### src/rtl/seg_addr_pkg.sv
`timescale 1ns/1ps
// Package: shared codes for the segmented address generator.
// Assumes a 3-bit access kind and a 2-bit segment index.
package seg_addr_pkg;
    localparam int KIND_W = 3;
    localparam int SIDX_W = 2;

    // access kind codes seen on req_kind
    localparam logic [KIND_W-1:0] KIND_FETCH = 3'd0;
    localparam logic [KIND_W-1:0] KIND_STACK = 3'd1;
    localparam logic [KIND_W-1:0] KIND_FRAME = 3'd2;
    localparam logic [KIND_W-1:0] KIND_DATA  = 3'd3;
    localparam logic [KIND_W-1:0] KIND_SRC   = 3'd4;
    localparam logic [KIND_W-1:0] KIND_DST   = 3'd5;

    // segment register indices (write select and override share them)
    localparam logic [SIDX_W-1:0] SEG_EXTRA = 2'd0;
    localparam logic [SIDX_W-1:0] SEG_CODE  = 2'd1;
    localparam logic [SIDX_W-1:0] SEG_STACK = 2'd2;
    localparam logic [SIDX_W-1:0] SEG_DATA  = 2'd3;
endpackage

### src/rtl/seg_bank.sv
`timescale 1ns/1ps
// Module: seg_bank
// Holds NUM_SEG segment registers with one write port and one
// combinational read port. A write lands at the clock edge, so a read
// in the same cycle returns the old value. Reset clears every register.
module seg_bank #(
    parameter int SEG_W   = 16,
    parameter int NUM_SEG = 4,
    localparam int IDX_W  = $clog2(NUM_SEG)
) (
    input  logic             clk,
    input  logic             rst_n,
    input  logic             wr_en,
    input  logic [IDX_W-1:0] wr_idx,
    input  logic [SEG_W-1:0] wr_val,
    input  logic [IDX_W-1:0] rd_idx,
    output logic [SEG_W-1:0] rd_val
);
    logic [SEG_W-1:0] seg_q [NUM_SEG];

    for (genvar g = 0; g < NUM_SEG; g++) begin : g_seg
        // one register per segment, loaded when selected
        always_ff @(posedge clk) begin
            if (!rst_n)
                seg_q[g] <= '0;
            else if (wr_en && (wr_idx == IDX_W'(g)))
                seg_q[g] <= wr_val;
        end

        p_write_lands_r11: assert property (@(posedge clk) disable iff (!rst_n)
            ($past(rst_n) && $past(wr_en) && ($past(wr_idx) == IDX_W'(g)))
                |-> (seg_q[g] == $past(wr_val)))
            else $error("segment write lost (R11)");
    end

    // read mux for the selected segment
    always_comb rd_val = seg_q[rd_idx];
endmodule

### src/rtl/seg_choose.sv
`timescale 1ns/1ps
// Module: seg_choose
// Picks the segment register index for an access from its kind.
// An override is honoured only for data, source-index and frame
// accesses. Unused kind codes are treated as data accesses.
module seg_choose
    import seg_addr_pkg::*;
(
    input  logic [KIND_W-1:0] kind,
    input  logic              ovr_valid,
    input  logic [SIDX_W-1:0] ovr_sel,
    output logic [SIDX_W-1:0] seg_idx
);
    logic [SIDX_W-1:0] dflt_idx;
    logic              ovr_ok;

    // default segment and override eligibility per kind
    always_comb begin
        unique case (kind)
            KIND_FETCH: begin dflt_idx = SEG_CODE;  ovr_ok = 1'b0; end
            KIND_STACK: begin dflt_idx = SEG_STACK; ovr_ok = 1'b0; end
            KIND_FRAME: begin dflt_idx = SEG_STACK; ovr_ok = 1'b1; end
            KIND_DST:   begin dflt_idx = SEG_EXTRA; ovr_ok = 1'b0; end
            default:    begin dflt_idx = SEG_DATA;  ovr_ok = 1'b1; end
        endcase
    end

    // apply the override where allowed
    always_comb seg_idx = (ovr_ok && ovr_valid) ? ovr_sel : dflt_idx;
endmodule

### src/rtl/phys_adder.sv
`timescale 1ns/1ps
// Module: phys_adder
// Shifts the segment left by SHIFT bits, adds the zero-extended offset
// and keeps PA_W bits (the carry out is dropped). It also flags results
// at or above ROM_BASE. Assumes PA_W = SEG_W + SHIFT and PA_W > OFF_W.
module phys_adder #(
    parameter int SEG_W    = 16,
    parameter int OFF_W    = 16,
    parameter int SHIFT    = 4,
    parameter int ROM_BASE = 32'hC0000,
    localparam int PA_W    = SEG_W + SHIFT
) (
    input  logic [SEG_W-1:0] seg,
    input  logic [OFF_W-1:0] off,
    output logic [PA_W-1:0]  paddr,
    output logic             is_rom
);
    localparam logic [PA_W-1:0] ROM_LIM = PA_W'(ROM_BASE);

    logic [PA_W-1:0] seg_ext;
    logic [PA_W-1:0] off_ext;

    // align both operands to the physical width
    always_comb begin
        seg_ext = {seg, {SHIFT{1'b0}}};
        off_ext = {{(PA_W-OFF_W){1'b0}}, off};
    end

    // modular sum and region decode
    always_comb begin
        paddr  = seg_ext + off_ext;
        is_rom = (paddr >= ROM_LIM);
    end
endmodule

### src/rtl/seg_addr_gen.sv
`timescale 1ns/1ps
// Module: seg_addr_gen (top)
// Segmented physical address generator. It holds four segment
// registers and picks one by access kind, with an optional override.
// It forms segment*16 + offset modulo 2^PA_W and registers the address
// and region flag one clock after the request.
module seg_addr_gen
    import seg_addr_pkg::*;
#(
    parameter int SEG_W    = 16,
    parameter int OFF_W    = 16,
    parameter int SHIFT    = 4,
    parameter int ROM_BASE = 32'hC0000,
    localparam int PA_W    = SEG_W + SHIFT,
    localparam int NUM_SEG = 1 << SIDX_W
) (
    input  logic              clk,
    input  logic              rst_n,
    input  logic              wr_en,
    input  logic [SIDX_W-1:0] wr_sel,
    input  logic [SEG_W-1:0]  wr_data,
    input  logic              req_valid,
    input  logic [KIND_W-1:0] req_kind,
    input  logic [OFF_W-1:0]  req_offset,
    input  logic              ovr_valid,
    input  logic [SIDX_W-1:0] ovr_sel,
    output logic              out_valid,
    output logic [PA_W-1:0]   out_addr,
    output logic              out_rom
);
    localparam logic [PA_W-1:0] ROM_LIM = PA_W'(ROM_BASE);

    logic [SIDX_W-1:0] sel_idx;
    logic [SEG_W-1:0]  sel_seg;
    logic [PA_W-1:0]   sum_addr;
    logic              sum_rom;

    seg_choose u_choose (
        .kind      (req_kind),
        .ovr_valid (ovr_valid),
        .ovr_sel   (ovr_sel),
        .seg_idx   (sel_idx)
    );

    seg_bank #(.SEG_W(SEG_W), .NUM_SEG(NUM_SEG)) u_bank (
        .clk    (clk),
        .rst_n  (rst_n),
        .wr_en  (wr_en),
        .wr_idx (wr_sel),
        .wr_val (wr_data),
        .rd_idx (sel_idx),
        .rd_val (sel_seg)
    );

    phys_adder #(.SEG_W(SEG_W), .OFF_W(OFF_W), .SHIFT(SHIFT),
                 .ROM_BASE(ROM_BASE)) u_add (
        .seg    (sel_seg),
        .off    (req_offset),
        .paddr  (sum_addr),
        .is_rom (sum_rom)
    );

    // output register: strobe every cycle, result only on a request
    always_ff @(posedge clk) begin
        if (!rst_n) begin
            out_valid <= 1'b0;
            out_addr  <= '0;
            out_rom   <= 1'b0;
        end else begin
            out_valid <= req_valid;
            if (req_valid) begin
                out_addr <= sum_addr;
                out_rom  <= sum_rom;
            end
        end
    end

    p_fetch_code_r2: assert property (@(posedge clk) disable iff (!rst_n)
        (req_kind == KIND_FETCH) |-> (sel_idx == SEG_CODE))
        else $error("fetch not on code segment (R2)");

    p_stack_top_r3: assert property (@(posedge clk) disable iff (!rst_n)
        (req_kind == KIND_STACK) |-> (sel_idx == SEG_STACK))
        else $error("stack access not on stack segment (R3)");

    p_dst_extra_r6: assert property (@(posedge clk) disable iff (!rst_n)
        (req_kind == KIND_DST) |-> (sel_idx == SEG_EXTRA))
        else $error("destination not on extra segment (R6)");

    p_region_flag_r8: assert property (@(posedge clk) disable iff (!rst_n)
        out_valid |-> (out_rom == (out_addr >= ROM_LIM)))
        else $error("region flag disagrees with address (R8)");

    p_valid_lat_r9: assert property (@(posedge clk) disable iff (!rst_n)
        $past(rst_n) |-> (out_valid == $past(req_valid)))
        else $error("valid strobe latency (R9)");

    p_hold_r9: assert property (@(posedge clk) disable iff (!rst_n)
        ($past(rst_n) && !$past(req_valid)) |-> ($stable(out_addr) && $stable(out_rom)))
        else $error("result changed without request (R9)");
endmodule

### config.mk
export PLATFORM = sky130hd
export DESIGN_NAME = seg_addr_gen
export DESIGN_NICKNAME = d
export VERILOG_FILES = /design/src/rtl/seg_addr_pkg.sv /design/src/rtl/seg_bank.sv /design/src/rtl/seg_choose.sv /design/src/rtl/phys_adder.sv /design/src/rtl/seg_addr_gen.sv
export SDC_FILE = /design/constraint.sdc
export NUM_CORES = 1
export LEC_CHECK = 0
export BUFFER_PORTS_ARGS = -buffer_cell sky130_fd_sc_hd__buf_2
export CAP_MARGIN = 25
export CORE_AREA = 2 2 121 123
export CTS_CLUSTER_DIAMETER = 40
export DETAILED_ROUTE_END_ITERATION = 10
export DIE_AREA = 0 0 123 125
export PLACE_DENSITY_LB_ADDON = 0.08
export SLEW_MARGIN = 40
export SYNTH_ARGS = -nofsm -noshare
export SYNTH_HDL_FRONTEND = slang
export SYNTH_SLANG_ARGS = --single-unit
### constraint.sdc
create_clock -name clk -period 6.2 [get_ports clk]
set_clock_uncertainty 0.1 [all_clocks]
set_input_delay 1.24 -clock clk [delete_from_list [all_inputs] [get_ports clk]]
set_output_delay 1.24 -clock clk [all_outputs]
set_load 0.02 [all_outputs]
==> results of run 1 <==
## metal layers
layer  routed length, um  vias to the layer above  share of wire, %
li1                    -                     1299                 -
met1                4560                     1233                48
met2                4380                       50                47
met3                 293                       12               3.1
met4                 182                        0               1.9
met5                   0                        -                 0
## flip-flops by register name, summed over array words and instances (netlist names)
signal	flops
out_addr	20
out_rom	1
out_valid	1
u_bank.seg_q	64
## kinds of logic (layout without fill, tap and decap cells)
logic type | after synthesis | in the layout
AO/OA/AOI/OAI | 37 | 37
XOR/XNOR | 11 | 11
adder cells (fa/ha/maj) | 14 | 14
buffers and inverters | 17 | 91
flip-flops | 86 | 86
multiplexers | 31 | 31
AND/OR/NAND/NOR | 122 | 122
## critical path: cells and delay by family
kind	cells	cell delay, ns
simple gates	5	1.23
fa+ha+maj	1	0.40
mux	1	0.52
compound gates	4	0.81
xor+xnor	1	0.32
buf+inv	2	0.35
## cell type report
class,instances,area (um^2),area share (%)
well taps,184,230,4.55
inverters,4,15.0,0.297
clock buffers,10,229,4.52
repair buffers,71,370,7.32
flip-flops and latches,86,2360,46.7
clock inverters,6,76.3,1.51
multi-input cells,215,1780,35.1
## final timing paths
check / startpoint / end / slack [ns] / cells past startpoint
worst max-delay path: ovr_valid / out_addr[19] / 1.40 / 14
worst min-delay path: out_addr[17] / out_addr[17] / 0.37 / 2
worst max register to register: u_bank.seg_q[2][0] / out_rom / 3.10 / 10
worst min register to register: out_addr[17] / out_addr[17] / 0.37 / 2
## report_power, final
group / switching (mW) / total, mW / internal [mW]
registers: 0.0174 / 0.688 / 0.671
clock network: 0.222 / 0.570 / 0.349
logic: 0.170 / 0.299 / 0.129
## cells in the mapped netlist, drive strengths merged, types with 3 or more instances
library cell  number
and2              65
edfxtp            64
nor2              24
dfxtp             22
mux4              16
mux2i             15
ha                13
a21oi             12
clkbuf            11
nand2             10
nand3              8
o21ai              7
xnor2              6
a21o               5
xor2               5
nand2b             4
inv                3
nand3b             3
nand4              3
## per-stage QoR
step	cells	hold slack (ns)	total power [mW]	worst slack, ns
after floorplan	318	0.444	0.908	1.53
after global placement	560	0.356	1.00	1.05
after detailed placement	560	0.357	1.01	1.02
after CTS	576	0.367	1.58	1.36
after global routing	576	0.416	1.63	1.18
final	576	0.366	1.56	1.40
==> flow_summary.toml, run 1 <==
[floorplanning]
die_h_um = 125
die_area_um2 = 15400
start_util_pct = 29.3
io_pins = 66
rows = 44
fp.dieW_um = 123
core_um2 = 14200

[cells_and_area]
final_core_util_pct = 35.6
diodes = 0
nets = 445
drive_gt1_share_pct = 26.8
fillers = 1417
syn2layout_area_growth_pct = 21.6
final_cell_area_um2 = 5060
final_cell_mix = "65 x and2_1, 65 x buf_2, 64 x edfxtp_1, 24 x nor2_1, 22 x dfxtp_1"

[synthesis]
synth-xor-area-share_pct = 2.32
yosysSeqAreaShare_pct = 56.8
yosys.area_share.simple_pct = 16.2
async_flop_share_pct = 0
synth_adder_area_share_pct = 4.39
netlist.area_leader.share_pct = 46.2
avgSynthCellArea_um2 = 13.1
synthMuxAreaShare_pct = 12.4
ys_seq_elements = 86
synth_cell_types = 41
synth_top_family_by_area = "simple AND/OR/NAND/NOR gates"
synth_nets = 376
synth_flop_cell = "edfxtp_1"
synth_edf_count = 64
synth.cell_area_um2 = 4160
synth_top_cell_by_area = "edfxtp_1"
ys_warn_count = 0
synthTopCellsByArea = "edfxtp_1 46%, dfxtp_1 11%, and2_1 9.8%, mux4_2 7.6%, ha_1 3.9%"
synth_compound_area_share_pct = 6.28
syn_inst = 318

[setup_path]
cp_slowest_stage_delay_ns = 0.59
cp-start-kind = "input pin"
worst_path_most_repeated_cell = "nand4_1"
setup.worst_path.class = "input pin to flop"
worstPathArrival_ns = 4.89
worstPathRequired_ns = 6.29
crit_chain = "buf_2 > nor2b_1 > o22ai_1 > and2_1 > buf_4 > mux4_2 > ha_1 > nand4_1 > a21oi_1 > and3b_1 > o31ai_1 > nand4_1 > xor2_1 > a211oi_2"
slowest_stage = "and2_1"
endpoint_kind = "flop"
cp_max_fo = 9

[clock_network]
cts_buffers = 9
htree_levels = 3
root_buffer = "clkbuf_16"
post_cts_buffers = 0
clk_pin_slew_ns = 0.07
cts_sinks = 86
cts_resized = 0
ctsHoldBuffers = 0
cts_tree = "done"
clock_latency_ns = 0.34
clock_path_buffers = 2

[global_routing]
grt_overflow = 0
busiest_layer = "met2"
met3_usage_pct = 2.55
grt_use_total_pct = 12.9
grt_max_degree = 29
antenna_found_initial = 0
grt_pass1_wl_um = 14600
grtUsageMet1_pct = 17.5
grt_use_met2_pct = 19.9
grt_pass1_vias = 2618

[hold_path]
hold_path_class = "flop to flop"

[placed_design]
place_area_um2 = 4760
hpwl_um = 6460
io_buffers = 65
finalWeightedCongestion = 0.752

[route]
dr.pass1.iters = 4
viasPerCell = 4.50
drc = 0
wl_per_cell_um = 16.3
dr.first_iter.drc_count = 103
vias = 2594
routed_wl_um = 9410
drtAntennaViolNets = 0

[sta]
fin_tns_setup_ns = 0
fin_crit_sh_pct = 77.4
slew_violations = 0
relSlewSlack_pct = 53.6
hold_viol = 0
max_freq_mhz = 208
worstMarginPinSlew_ns = 0.696
fin_crit_ns = 4.80
rsz0062_at_grt = "no"
setup_viol = 0

[outcome]
outcome = "finished, final reports clean"

[power]
leakage_nw = 2.05
p_per_area_nw_per_um2 = 308
vdd_drop_max_uv = 111

[flow_run]
cap_violations = 0
(Power assumes the default switching activity.)
==> run 2, diff against run 1 <==
==> constraint.sdc (replaced) <==
create_clock -name clk -period 4.8 [get_ports clk]
set_clock_uncertainty 0.1 [all_clocks]
set_input_delay 0.96 -clock clk [delete_from_list [all_inputs] [get_ports clk]]
set_output_delay 0.96 -clock clk [all_outputs]
set_load 0.02 [all_outputs]
==> flow_summary.toml, run 2 (synthesized netlist as in run 1, its figures left out) <==
[sta]
slew_violations = 0
max_freq_mhz = 241
setup_viol = 0
fin_crit_ns = 4.15
fin_crit_sh_pct = 86.4
rsz0062_at_grt = "no"
hold_viol = 0
fin_tns_setup_ns = 0
worstMarginPinSlew_ns = 0.699
relSlewSlack_pct = 53.2

[cells_and_area]
nets = 447
largestRegisters = "u_bank.seg_q x64, out_addr x20"
largest-register = "u_bank.seg_q"
drive_gt1_share_pct = 27.2
final_cell_mix = "65 x and2_1, 65 x buf_2, 64 x edfxtp_1, 24 x nor2_1, 22 x dfxtp_1"
fin_cells = 578
diodes = 0
syn2layout_area_growth_pct = 21.3
largest_reg_flops = 64

[clock_network]
clock_latency_ns = 0.34
cts_resized = 0
cts_sinks = 86
clock_path_buffers = 2
cts_tree = "done"
clk_pin_slew_ns = 0.06
htree_levels = 3
ctsHoldBuffers = 0
root_buffer = "clkbuf_16"
post_cts_buffers = 0
cts_buffers = 9

[route]
dr.first_iter.drc_count = 79
drc = 0
routed_wl_um = 9580
drtAntennaViolNets = 0
viasPerCell = 4.53
wl_per_cell_um = 16.6
dr.pass1.iters = 5
vias = 2617

[placed_design]
dpl.cell_count = 562
io_buffers = 65
finalWeightedCongestion = 0.763
hpwl_um = 6530

[setup_path]
r2r-end = "out_rom"
endpoint_kind = "flop"
worstPathArrival_ns = 4.30
cp_max_fo = 16
worstPathRequired_ns = 4.95
setup.worst_path.class = "input pin to flop"
reg2reg_depth = 10
reg2reg_slack_ns = 1.68
cp-start-kind = "input pin"
reg2reg_from = "u_bank.seg_q[3][0]"

[floorplanning]
rows = 44
core_um2 = 14200
die_h_um = 125
start_util_pct = 29.3
fp.dieW_um = 123
io_pins = 66
die_area_um2 = 15400

[hold_path]
min_from = "out_addr[18]"
hold_path_class = "flop to flop"
min_path_cells = 2
hold_end = "out_addr[18]"

[global_routing]
grt_pass1_vias = 2609
grt_pass1_wl_um = 14900
grt_max_degree = 29
grt_overflow = 0
antenna_found_initial = 0
grt_use_total_pct = 13.3

[power]
p_per_area_nw_per_um2 = 381
leakage_nw = 2.04
vdd_drop_max_uv = 178

[flow_run]
cap_violations = 0

[outcome]
outcome = "finished, final reports clean"
-- run 2: cell count changes in the layout (fill, tap and decap cells not counted), sizes merged --
cell / previous run / this run
clkinv: 5 / 3
buf: 71 / 73
bufinv: 2 / 0
clkbuf: 10 / 14
-- run 2: metrics by stage --
step	power (mW)	area [um^2]	utilization, %	setup WS [ns]	hold WS (ns)
CTS	1.95	5050	35.5	0.625	0.380
detailed placement	1.31	4780	33.7	0.274	0.371
global placement	1.30	4750	33.5	0.317	0.355
finish	1.93	5050	35.5	0.651	0.373
global route	2.03	5050	35.5	0.387	0.407
floorplan	1.17	4160	-	0.410	0.444
-- run 2: worst max-delay path, stage by stage --
cell and delay (ns):
buf_2 0.11, nor2b_1 0.12, o22ai_1 0.11, and2_1 0.19, buf_12 0.19, mux4_2 0.51, ha_1 0.23, fa_1 0.40
a21o_1 0.19, a221o_1 0.36, a221oi_2 0.32, a21oi_1 0.17, nand4_1 0.13, nand2_1 0.07, o31ai_1 0.22
-- run 2: worst max path at each step --
stage / slack, ns / endpoint / from / cells after the start
6_report: 0.65 / out_rom / ovr_valid / 15
3_5_place_dp: 0.27 / out_rom / ovr_valid / 15
4_1_cts: 0.62 / out_rom / ovr_valid / 15
3_3_place_gp: 0.32 / out_addr[18] / ovr_valid / 15
5_1_grt: 0.39 / out_rom / ovr_valid / 15
2_1_floorplan: 0.41 / out_addr[16] / ovr_valid / 15
-- run 2: where the power goes --
part	leakage [nW]	switching, mW	internal [mW]
Clock	0.131	0.279	0.364
Sequential	0.811	0.0215	0.866
Combinational	1.10	0.223	0.171
-- run 2: layout make-up --
cell class                      instances  area (um^2)
Multi-Input combinational cell        215         1780
Sequential cell                        86         2360
Fill cell                            1439         9160
Inverter                                4         15.0
Tap cell                              184          230
Clock buffer                           14          254
Timing Repair Buffer                   73          398
Clock inverter                          2         10.0
-- run 2: layer usage --
layer	global-route usage, %	share of wire (%)
met1	18.1	48
met3	2.51	3.9
met5	0	0
met4	6.02	1.7
met2	20.4	47
